**src/rtl/freq_acq_pkg.sv**
```systemverilog
package freq_acq_pkg;

    typedef enum logic [1:0] {
        FA_CAL = 2'd0,
        FA_ACQ = 2'd1,
        FA_TRK = 2'd2
    } fa_mode_e;

    typedef struct packed {
        fa_mode_e mode;
        logic     lock;
    } fa_state_t;

    localparam fa_state_t FA_STATE_RST = '{mode: FA_CAL, lock: 1'b0};

endpackage

```
**src/rtl/fac_cal_search.sv**
```systemverilog
module fac_cal_search #(
    parameter int TW_W     = 10,
    parameter int COARSE_W = 4,
    parameter int CIDX_W   = 2
) (
    input  logic [TW_W-1:0]   tw_i,
    input  logic [CIDX_W-1:0] idx_i,
    input  logic              fast_i,
    output logic [TW_W-1:0]   tw_o,
    output logic              last_o
);
    localparam int LSB = TW_W - COARSE_W;

    always_comb begin
        tw_o = tw_i;
        for (int k = 0; k < COARSE_W; k++) begin
            if (CIDX_W'(k) == idx_i) begin
                tw_o[LSB+k] = ~fast_i;
            end
            if ((k + 1 < COARSE_W) && (CIDX_W'(k + 1) == idx_i)) begin
                tw_o[LSB+k] = 1'b1;
            end
        end
    end

    assign last_o = (idx_i == '0);

endmodule

```
**src/rtl/fac_gain_gen.sv**
```systemverilog
module fac_gain_gen #(
    parameter int ERR_W      = 8,
    parameter int GAIN_SHIFT = 1,
    parameter int G_W        = ERR_W + GAIN_SHIFT
) (
    input  logic [ERR_W-1:0] err_i,
    input  logic [G_W-1:0]   prev_i,
    output logic [G_W-1:0]   gain_o,
    output logic [G_W-1:0]   step_o
);
    logic [G_W:0] sum;

    assign gain_o = G_W'(err_i) << GAIN_SHIFT;
    assign sum    = {1'b0, prev_i} + {1'b0, gain_o};
    assign step_o = sum[G_W:1];

endmodule

```
**src/rtl/fac_lock_det.sv**
```systemverilog
module fac_lock_det #(
    parameter int ERR_W  = 8,
    parameter int BUDGET = 18
) (
    input  logic             clk,
    input  logic             rst,
    input  logic             acq_i,
    input  logic [ERR_W-1:0] err_i,
    input  logic [ERR_W-1:0] thr_i,
    output logic             done_o
);
    localparam int CNT_W = $clog2(BUDGET + 1);

    logic             below;
    logic             prev_below_q;
    logic [CNT_W-1:0] cnt_q;

    assign below  = (err_i < thr_i);
    assign done_o = acq_i && ((below && prev_below_q) || (cnt_q == CNT_W'(BUDGET - 1)));

    always_ff @(posedge clk) begin
        if (rst || !acq_i) begin
            prev_below_q <= 1'b0;
            cnt_q        <= '0;
        end else begin
            prev_below_q <= below;
            cnt_q        <= cnt_q + 1'b1;
        end
    end

    // the acquisition counter never passes the budget
    a_r6_budget_bound: assert property (@(posedge clk) disable iff (rst)
        acq_i |-> (cnt_q < CNT_W'(BUDGET)));

endmodule

```
**src/rtl/freq_acq_ctrl.sv**
```systemverilog
module freq_acq_ctrl
    import freq_acq_pkg::*;
#(
    parameter int TW_W       = 10,
    parameter int COARSE_W   = 4,
    parameter int ERR_W      = 8,
    parameter int GAIN_SHIFT = 1,
    parameter int BUDGET     = 18
) (
    input  logic             clk,
    input  logic             rst,
    input  logic             det_fast_i,
    input  logic [ERR_W-1:0] det_err_i,
    input  logic [ERR_W-1:0] lock_thr_i,
    output logic [TW_W-1:0]  tune_word_o,
    output logic [1:0]       mode_o,
    output logic             lock_o
);
    localparam int G_W    = ERR_W + GAIN_SHIFT;
    localparam int X_W    = ((TW_W > G_W) ? TW_W : G_W) + 1;
    localparam int CIDX_W = (COARSE_W > 1) ? $clog2(COARSE_W) : 1;
    localparam logic [TW_W-1:0] TW_MAX = '1;
    localparam logic [TW_W-1:0] TW_MID = TW_W'(1) << (TW_W - 1);

    fa_state_t         st_q, st_d;
    logic [TW_W-1:0]   tw_q, tw_d;
    logic [G_W-1:0]    pg_q, pg_d;
    logic [CIDX_W-1:0] ci_q, ci_d;

    logic [TW_W-1:0]   cal_tw;
    logic              cal_last;
    logic [G_W-1:0]    gain, step;
    logic              acq_done;
    logic [X_W-1:0]    tw_x, step_x, up_x;
    logic [TW_W-1:0]   acq_tw, trk_tw;

    fac_cal_search #(.TW_W(TW_W), .COARSE_W(COARSE_W), .CIDX_W(CIDX_W)) cal_u (
        .tw_i   (tw_q),
        .idx_i  (ci_q),
        .fast_i (det_fast_i),
        .tw_o   (cal_tw),
        .last_o (cal_last)
    );

    fac_gain_gen #(.ERR_W(ERR_W), .GAIN_SHIFT(GAIN_SHIFT), .G_W(G_W)) gain_u (
        .err_i  (det_err_i),
        .prev_i (pg_q),
        .gain_o (gain),
        .step_o (step)
    );

    fac_lock_det #(.ERR_W(ERR_W), .BUDGET(BUDGET)) lock_u (
        .clk    (clk),
        .rst    (rst),
        .acq_i  (st_q.mode == FA_ACQ),
        .err_i  (det_err_i),
        .thr_i  (lock_thr_i),
        .done_o (acq_done)
    );

    // saturating acquisition step
    always_comb begin
        tw_x   = X_W'(tw_q);
        step_x = X_W'(step);
        up_x   = tw_x + step_x;
        if (det_fast_i) begin
            acq_tw = (step_x > tw_x) ? '0 : TW_W'(tw_x - step_x);
        end else begin
            acq_tw = (up_x > X_W'(TW_MAX)) ? TW_MAX : TW_W'(up_x);
        end
    end

    // single-LSB tracking step
    always_comb begin
        trk_tw = tw_q;
        if (det_err_i != '0) begin
            if (det_fast_i) begin
                if (tw_q != '0) trk_tw = tw_q - 1'b1;
            end else begin
                if (tw_q != TW_MAX) trk_tw = tw_q + 1'b1;
            end
        end
    end

    always_comb begin
        st_d = st_q;
        tw_d = tw_q;
        pg_d = pg_q;
        ci_d = ci_q;
        unique case (st_q.mode)
            FA_CAL: begin
                tw_d = cal_tw;
                pg_d = '0;
                if (cal_last) st_d.mode = FA_ACQ;
                else          ci_d = ci_q - 1'b1;
            end
            FA_ACQ: begin
                tw_d = acq_tw;
                pg_d = gain;
                if (acq_done) begin
                    st_d.mode = FA_TRK;
                    st_d.lock = 1'b1;
                end
            end
            FA_TRK: tw_d = trk_tw;
            default: st_d = FA_STATE_RST;
        endcase
    end

    always_ff @(posedge clk) begin
        if (rst) begin
            st_q <= FA_STATE_RST;
            tw_q <= TW_MID;
            pg_q <= '0;
            ci_q <= CIDX_W'(COARSE_W - 1);
        end else begin
            st_q <= st_d;
            tw_q <= tw_d;
            pg_q <= pg_d;
            ci_q <= ci_d;
        end
    end

    assign tune_word_o = tw_q;
    assign mode_o      = st_q.mode;
    assign lock_o      = st_q.lock;

    // reset leaves the calibration start point
    a_r1_reset_state: assert property (@(posedge clk)
        rst |=> (st_q.mode == FA_CAL && tw_q == TW_MID && !st_q.lock));

    // modes only advance, acquisition never returns to calibration
    a_r2_mode_order: assert property (@(posedge clk) disable iff (rst)
        (st_q.mode == FA_ACQ) |=> (st_q.mode != FA_CAL));

    // a fast report in acquisition never raises the word
    a_r3_fast_lowers: assert property (@(posedge clk) disable iff (rst)
        (st_q.mode == FA_ACQ && det_fast_i) |=> (tw_q <= $past(tw_q)));

    // tracking moves by at most one LSB
    a_r7_unit_step: assert property (@(posedge clk) disable iff (rst)
        (st_q.mode == FA_TRK) |=> (tw_q == $past(tw_q) ||
                                   tw_q == $past(tw_q) + 1'b1 ||
                                   tw_q == $past(tw_q) - 1'b1));

    // lock flag coincides with tracking
    a_r8_lock_match: assert property (@(posedge clk) disable iff (rst)
        st_q.lock == (st_q.mode == FA_TRK));

    // tracking is sticky
    a_r9_track_sticky: assert property (@(posedge clk) disable iff (rst)
        (st_q.mode == FA_TRK) |=> (st_q.mode == FA_TRK));

endmodule

```
**config.mk**
```make
export PLATFORM = sky130hd
export DESIGN_NAME = freq_acq_ctrl
export DESIGN_NICKNAME = d
export VERILOG_FILES = /design/src/rtl/freq_acq_pkg.sv /design/src/rtl/fac_cal_search.sv /design/src/rtl/fac_gain_gen.sv /design/src/rtl/fac_lock_det.sv /design/src/rtl/freq_acq_ctrl.sv
export SDC_FILE = /design/constraint.sdc
export NUM_CORES = 1
export LEC_CHECK = 0
export BUFFER_PORTS_ARGS = -buffer_cell sky130_fd_sc_hd__buf_2
export CORE_MARGIN = 2
export CORE_UTILIZATION = 60
export DETAILED_ROUTE_END_ITERATION = 8
export PLACE_DENSITY = 0.81
export SETUP_SLACK_MARGIN = 0.3
export SLEW_MARGIN = 0
export SYNTH_ARGS = -nofsm -noshare
export SYNTH_HDL_FRONTEND = slang
export SYNTH_SLANG_ARGS = --single-unit
export TNS_END_PERCENT = 1
```
**constraint.sdc**
```tcl
create_clock -name clk -period 5.3 [get_ports clk]
set_input_delay 0.795 -clock clk [delete_from_list [all_inputs] [get_ports clk]]
set_output_delay 0.795 -clock clk [all_outputs]
set_load 0.02 [all_outputs]
```
==> results of run 1 <==
==> worst max-delay path: stages <==
cell      delay (ns)
buf_2           0.12
ha_1            0.22
fa_1            0.40
a21oi_1         0.14
nor2_1          0.05
nor2_1          0.14
o21bai_1        0.08
a21oi_1         0.23
xnor2_1         0.17
ha_1            0.36
a21oi_1         0.26
nor2_1          0.09
or4_4           0.50
a31oi_4         0.26
o221ai_1        0.17
a311oi_1        0.30
==> metrics by stage <==
step / hold slack [ns] / power (mW) / cell area [um2] / setup WS, ns / instances
final: 0.472 / 1.34 / 3530 / 1.20 / 512
after CTS: 0.482 / 1.33 / 3530 / 1.19 / 512
after detailed placement: 0.467 / 1.13 / 3430 / 0.901 / 504
after floorplan: 0.433 / 0.952 / 3250 / 1.31 / 417
after global placement: 0.449 / 1.10 / 3430 / 1.05 / 504
after global routing: 0.513 / 1.45 / 3530 / 0.923 / 512
==> sequential cells by signal, summed over array words and instances (netlist names) <==
signal               flops
tune_word_o             10
pg_q                     8
lock_u.cnt_q             5
ci_q                     2
mode_o                   2
lock_o                   1
lock_u.prev_below_q      1
==> layer usage <==
layer / wire length (um) / share of wire, % / vias up
li1: - / - / 1549
met1: 3560 / 45 / 1428
met2: 3790 / 48 / 83
met3: 334 / 4.2 / 18
met4: 190 / 2.4 / 0
met5: 0 / 0 / -
==> path summary, 6_finish.rpt <==
check                   from         endpoint  slack (ns)
min reg2reg  lock_u.cnt_q[0]  lock_u.cnt_q[0]        0.47
min          lock_u.cnt_q[0]  lock_u.cnt_q[0]        0.47
max             det_err_i[0]   tune_word_o[2]        1.20
max reg2reg          pg_q[1]   tune_word_o[2]        1.52
==> cell type report <==
type,instances,area (um2),share of cell area [%]
multi-input cells,332,2450,69.5
flip-flops and latches,29,581,16.5
inverters,42,158,4.47
repair buffers,31,155,4.40
well taps,70,87.6,2.48
clock buffers,6,82.6,2.34
clock inverters,2,13.8,0.390
==> layout by cell type, fill, tap and decap left out, drive strengths merged, types with 7 or more instances in the layout <==
cell | Yosys | layout
nor2 | 52 | 52
xnor2 | 17 | 17
dfxtp | 29 | 29
a22oi | 9 | 9
a31oi | 7 | 7
nand2b | 10 | 10
inv | 41 | 41
a21oi | 37 | 37
o21ai | 20 | 20
o21bai | 7 | 7
xor2 | 10 | 10
nor3 | 8 | 8
ha | 51 | 51
nand2 | 20 | 20
a21o | 8 | 8
buf | 3 | 31
==> cells by family after synthesis <==
kind of cell / share of synthesized area [%]
compound gates: 29.2
simple gates: 16.4
buf+inv: 6.77
fa+ha+maj: 22.1
flops: 17.9
xor+xnor: 7.27
mux: 0.346
==> power groups by stage <==
stage | clock (mW) | combinational [mW] | sequential (mW)
2_1_floorplan | 0 | 0.615 | 0.336
3_3_place_gp | 0 | 0.771 | 0.332
3_5_place_dp | 0 | 0.797 | 0.335
4_1_cts | 0.201 | 0.803 | 0.329
5_1_grt | 0.209 | 0.900 | 0.336
6_report | 0.197 | 0.811 | 0.332
==> impl_metrics.ini, run 1 <==
[timing]
fin_crit_sh_pct = 77.4
fmax_mhz = 244
clock_skew_ns = 0.00379
slew_headroom_pct = 53.7
setup_viol = 0
period_minus_slack_ns = 4.10
hold_viol_final = 0
setup_tns_ns = 0
final_max_slew_viol_count = 0
rsz0062_at_grt = no
tightest_slew_ns = 0.692

[clocking]
cts_root_buf = clkbuf_8
clk_latency_ns = 0.29
hold_buffers = 0
cts_buffer_depth = 2
cts-buffers-inserted = 5
ctsHtreeMaxLevel = 2
cts_resized = 0
cts_tree = built
cts_setup_buffers = 0
cts.sinks = 29
clk_pin_slew_ns = 0.07

[global_routing]
grt_max_degree = 22
use_met1_pct = 34.8
antenna_found_initial = 0
grt_pass1_wl_mm = 13.3
grt.busiest_layer = met2
grt_pass1_vias = 2924
met3_usage_pct = 3.84
grt_overflow = 0
grt.met2_usage_pct = 45.5
track_usage_pct = 27.1

[setup_path]
crit_arrival_ns = 4.29
rr_worst_depth = 15
crit_type = in2reg
required_ns = 5.49
crit_fanout = 8
end_kind = flop
cp-start-kind = primary input

[die]
rows = 26
coreArea_um2 = 5170
die_x_um = 77.6
start_util_pct = 62.9
io-pin-count = 32
dieArea_um2 = 6020
dieHeight_um = 77.6

[logic_synthesis]
synth.distinct_cells = 55
yosys-top-cells-count = ha_1 (51), nor2_1 (51), inv_1 (41), a21oi_1 (37), dfxtp_1 (29)
synth_top_area_share_pct = 19.6
syn-num-nets = 491
async_flop_share_pct = 0
synth-edff-count = 0
avgSynthCellArea_um2 = 7.80
ys_seq_area_share_pct = 17.9
syn_area_um2 = 3250
yosys_warnings = 0
synth-seq-cells = 29
synth-main-ff-cell = dfxtp_1
netlist_instances = 417
netlist_top_cells_area = ha_1 (20%), dfxtp_1 (18%), nor2_1 (5.9%)
yosysTopAreaCell = ha_1

[pwr]
p_int_uw = 692
comb_power_share_pct = 60.5
p_per_area_nw_per_um2 = 380
power.leakage_nw = 1.64
p_sw_share_pct = 48.4
p_seq_share_pct = 24.8
peakVddDrop_v = 0.000245
p_switching_uw = 648
clkPwrFrac_pct = 14.7

[drt]
drt-vias-per-instance = 6.01
dr_total_vias = 3078
drt-wirelength-per-cell_um = 15.4
drtIter0Drc = 221
first_pass_iters = 4
drc = 0
wl_mm = 7.87
ant_nets = 0

[worst_hold_path]
hp-class = reg2reg
whs_path_depth = 1

[place]
gp_congestion = 0.919
hpwl_mm = 6.19
io_buffers = 31

[run]
max_cap_viol_count = 0

[final_layout]
filler_cell_count = 464
drive_gt1_share_pct = 10.4
final_nets = 515
fin_util_pct = 68.2
diodes = 0
area_growth_pct = 8.50

[outcome]
status = complete, no violations
No activity file was read; power rests on OpenSTA's default activity.
==> inputs of run 2 (changes only) <==
--- a/config.mk
+++ b/config.mk
@@ -5,11 +5,12 @@
 export SDC_FILE = /design/constraint.sdc
 export NUM_CORES = 1
 export LEC_CHECK = 0
+export ABC_AREA = 1
 export BUFFER_PORTS_ARGS = -buffer_cell sky130_fd_sc_hd__buf_2
 export CORE_MARGIN = 2
 export CORE_UTILIZATION = 60
 export DETAILED_ROUTE_END_ITERATION = 8
-export PLACE_DENSITY = 0.81
+export PLACE_DENSITY = 0.8
 export SETUP_SLACK_MARGIN = 0.3
 export SLEW_MARGIN = 0
 export SYNTH_ARGS = -nofsm -noshare
==> constraint.sdc (replaced) <==
create_clock -name clk -period 3.9 [get_ports clk]
set_input_delay 0.585 -clock clk [delete_from_list [all_inputs] [get_ports clk]]
set_output_delay 0.585 -clock clk [all_outputs]
set_load 0.02 [all_outputs]
==> impl_metrics.ini, run 2 <==
[logic_synthesis]
syn_area_um2 = 3720
yosys_warnings = 0
synth-main-ff-cell = dfxtp_1
synth_top_area_share_pct = 17.1
yosys-top-cells-count = nand2_1 (146), inv_1 (86), nor2_1 (57), ha_1 (51), a21oi_1 (47)
syn-num-nets = 660
async_flop_share_pct = 0
synth-seq-cells = 29
netlist_instances = 586
yosysTopAreaCell = ha_1
yosysMostFrequentCell = nand2_1
synth-edff-count = 0
netlist_top_cells_area = ha_1 (17%), dfxtp_1 (16%), nand2_1 (15%)
avgSynthCellArea_um2 = 6.35
ys_seq_area_share_pct = 15.6
synth.distinct_cells = 40

[timing]
slew_headroom_pct = 57.0
clock_skew_ns = 0.00769
period_minus_slack_ns = 3.39
hold_viol_final = 0
fin_crit_sh_pct = 86.8
setup_tns_ns = 0
rsz0062_at_grt = yes
fmax_mhz = 295
setup_viol = 0
tightest_slew_ns = 0.646
final_max_slew_viol_count = 0

[drt]
drt-wirelength-per-cell_um = 14.0
drc = 0
drt-vias-per-instance = 5.63
drtIter0Drc = 297
first_pass_iters = 5
wl_mm = 9.64
dr_total_vias = 3865
ant_nets = 0

[setup_path]
crit_buf_inv = 3
critPathSlowestCell = fa_1
r2r_slack_ns = 0.62
critPathTopFamily = adder cells
crit_fanout = 8
cp-start-kind = primary input
required_ns = 4.07
crit_top_cell = nand2_1
crit_chain = buf_2, ha_1, fa_1, a21oi_1, o21bai_1, a21oi_1, o21bai_1, a21o_1, a21oi_1, inv_1, ha_4, nor2_2, nand2_1, inv_1, nand2_1, nand3_2, nand3_1, nand2_1, nand2_1, nand2_1, nand2_1, a21oi_1
crit_arrival_ns = 3.56
timing.critical_path.slowest_cell_delay_ns = 0.41
end_kind = flop
crit_type = in2reg

[final_layout]
design_area_um2 = 3980
diodes = 0
area_growth_pct = 6.96
filler_cell_count = 548
final_nets = 685
stdcell_count = 687
drive_gt1_share_pct = 12.9
layout_commonest_cell = nand2_1
layout_common_cells = nand2_1 (146), inv_1 (86), nor2_1 (57)
largest_reg_flops = 10

[global_routing]
grt_overflow = 0
antenna_found_initial = 0
grt_max_degree = 21
track_usage_pct = 29.8
grt_pass1_vias = 3320
grt_pass1_wl_mm = 15.5

[worst_hold_path]
hp-class = reg2reg

[clocking]
cts_tree = built
ctsHtreeMaxLevel = 2
cts-buffers-inserted = 5
hold_buffers = 0
cts_root_buf = clkbuf_8
clk_latency_ns = 0.30
cts_buffer_depth = 2
clk_pin_slew_ns = 0.08
cts.sinks = 29

[pwr]
power.leakage_nw = 2.13
p_per_area_nw_per_um2 = 656
peakVddDrop_v = 0.000389

[place]
hpwl_mm = 7.78
io_buffers = 31
dp_cells = 679
placed_area_um2 = 3870
gp_congestion = 0.951

[die]
dieHeight_um = 82.8
die_x_um = 82.8
coreArea_um2 = 5960
io-pin-count = 32
start_util_pct = 62.5
rows = 28
dieArea_um2 = 6850

[run]
max_cap_viol_count = 0

[outcome]
status = complete, no violations
run 2: worst paths after layout:
kind | startpoint | endpoint | cells after the start
worst max-delay path | det_err_i[0] | tune_word_o[6] | 22
worst min-delay path | lock_o | lock_o | 2
worst max register to register | pg_q[1] | tune_word_o[6] | 21
worst min register to register | lock_o | lock_o | 2
run 2: area by class of cell:
cell class | instances | area [um2] | area share, %
Multi-Input combinational cell | 452 | 2710 | 68.1
Sequential cell | 29 | 581 | 14.6
Inverter | 92 | 348 | 8.74
Timing Repair Buffer | 31 | 155 | 3.90
Tap cell | 75 | 93.8 | 2.36
Clock buffer | 5 | 68.8 | 1.73
Clock inverter | 3 | 22.5 | 0.566
run 2: report_power, final:
| group | switching (mW) | internal [mW] |
|---|---|---|
| clock network | 0.135 | 0.125 |
| logic | 1.20 | 0.628 |
| registers | 0.154 | 0.370 |
| total | 1.49 | 1.12 |
run 2: worst min-delay path, stage by stage, from the launching register on:
cell and delay [ns]:
dfxtp_1 0.31, inv_1 0.04, a21oi_1 0.06
run 2: timing repair:
action / CTS / global route
hold endpoints to repair: 0 / 0
buffers inserted: 0 / 0
resized for setup: 0 / 5
endpoints found under the setup margin: 0 / 10
run 2: stage by stage:
stage / utilization, % / hold WS, ns / power [mW] / setup WS (ns)
3_5_place_dp: 64.9 / 0.450 / 2.30 / 0.0888
5_1_grt: 66.8 / 0.486 / 2.84 / 0.227
2_1_floorplan: - / 0.433 / 1.92 / 0.551
6_report: 66.8 / 0.455 / 2.61 / 0.514
3_3_place_gp: 64.9 / 0.450 / 2.28 / 0.233
4_1_cts: 66.5 / 0.463 / 2.57 / 0.387
run 2: logic make-up after synthesis:
logic type,count (synthesis),synth area share (%)
buffers and inverters,105,12.1
xor gates and xnor gates,14,3.30
AOI/OAI and AO/OA,94,14.9
DFF,29,15.6
and+or+nand+nor,289,34.8
adders and majority gates,55,19.3
run 2: routing by layer:
| metal | routed length, um | track usage (%) | up-vias |
|---|---|---|---|
| met1 | 4390 | 38.7 | 1758 |
| met2 | 4440 | 49.6 | 126 |
| met3 | 541 | 4.57 | 29 |
| li1 | - | - | 1952 |
| met5 | 0 | 0 | - |
| met4 | 267 | 11.5 | 0 |
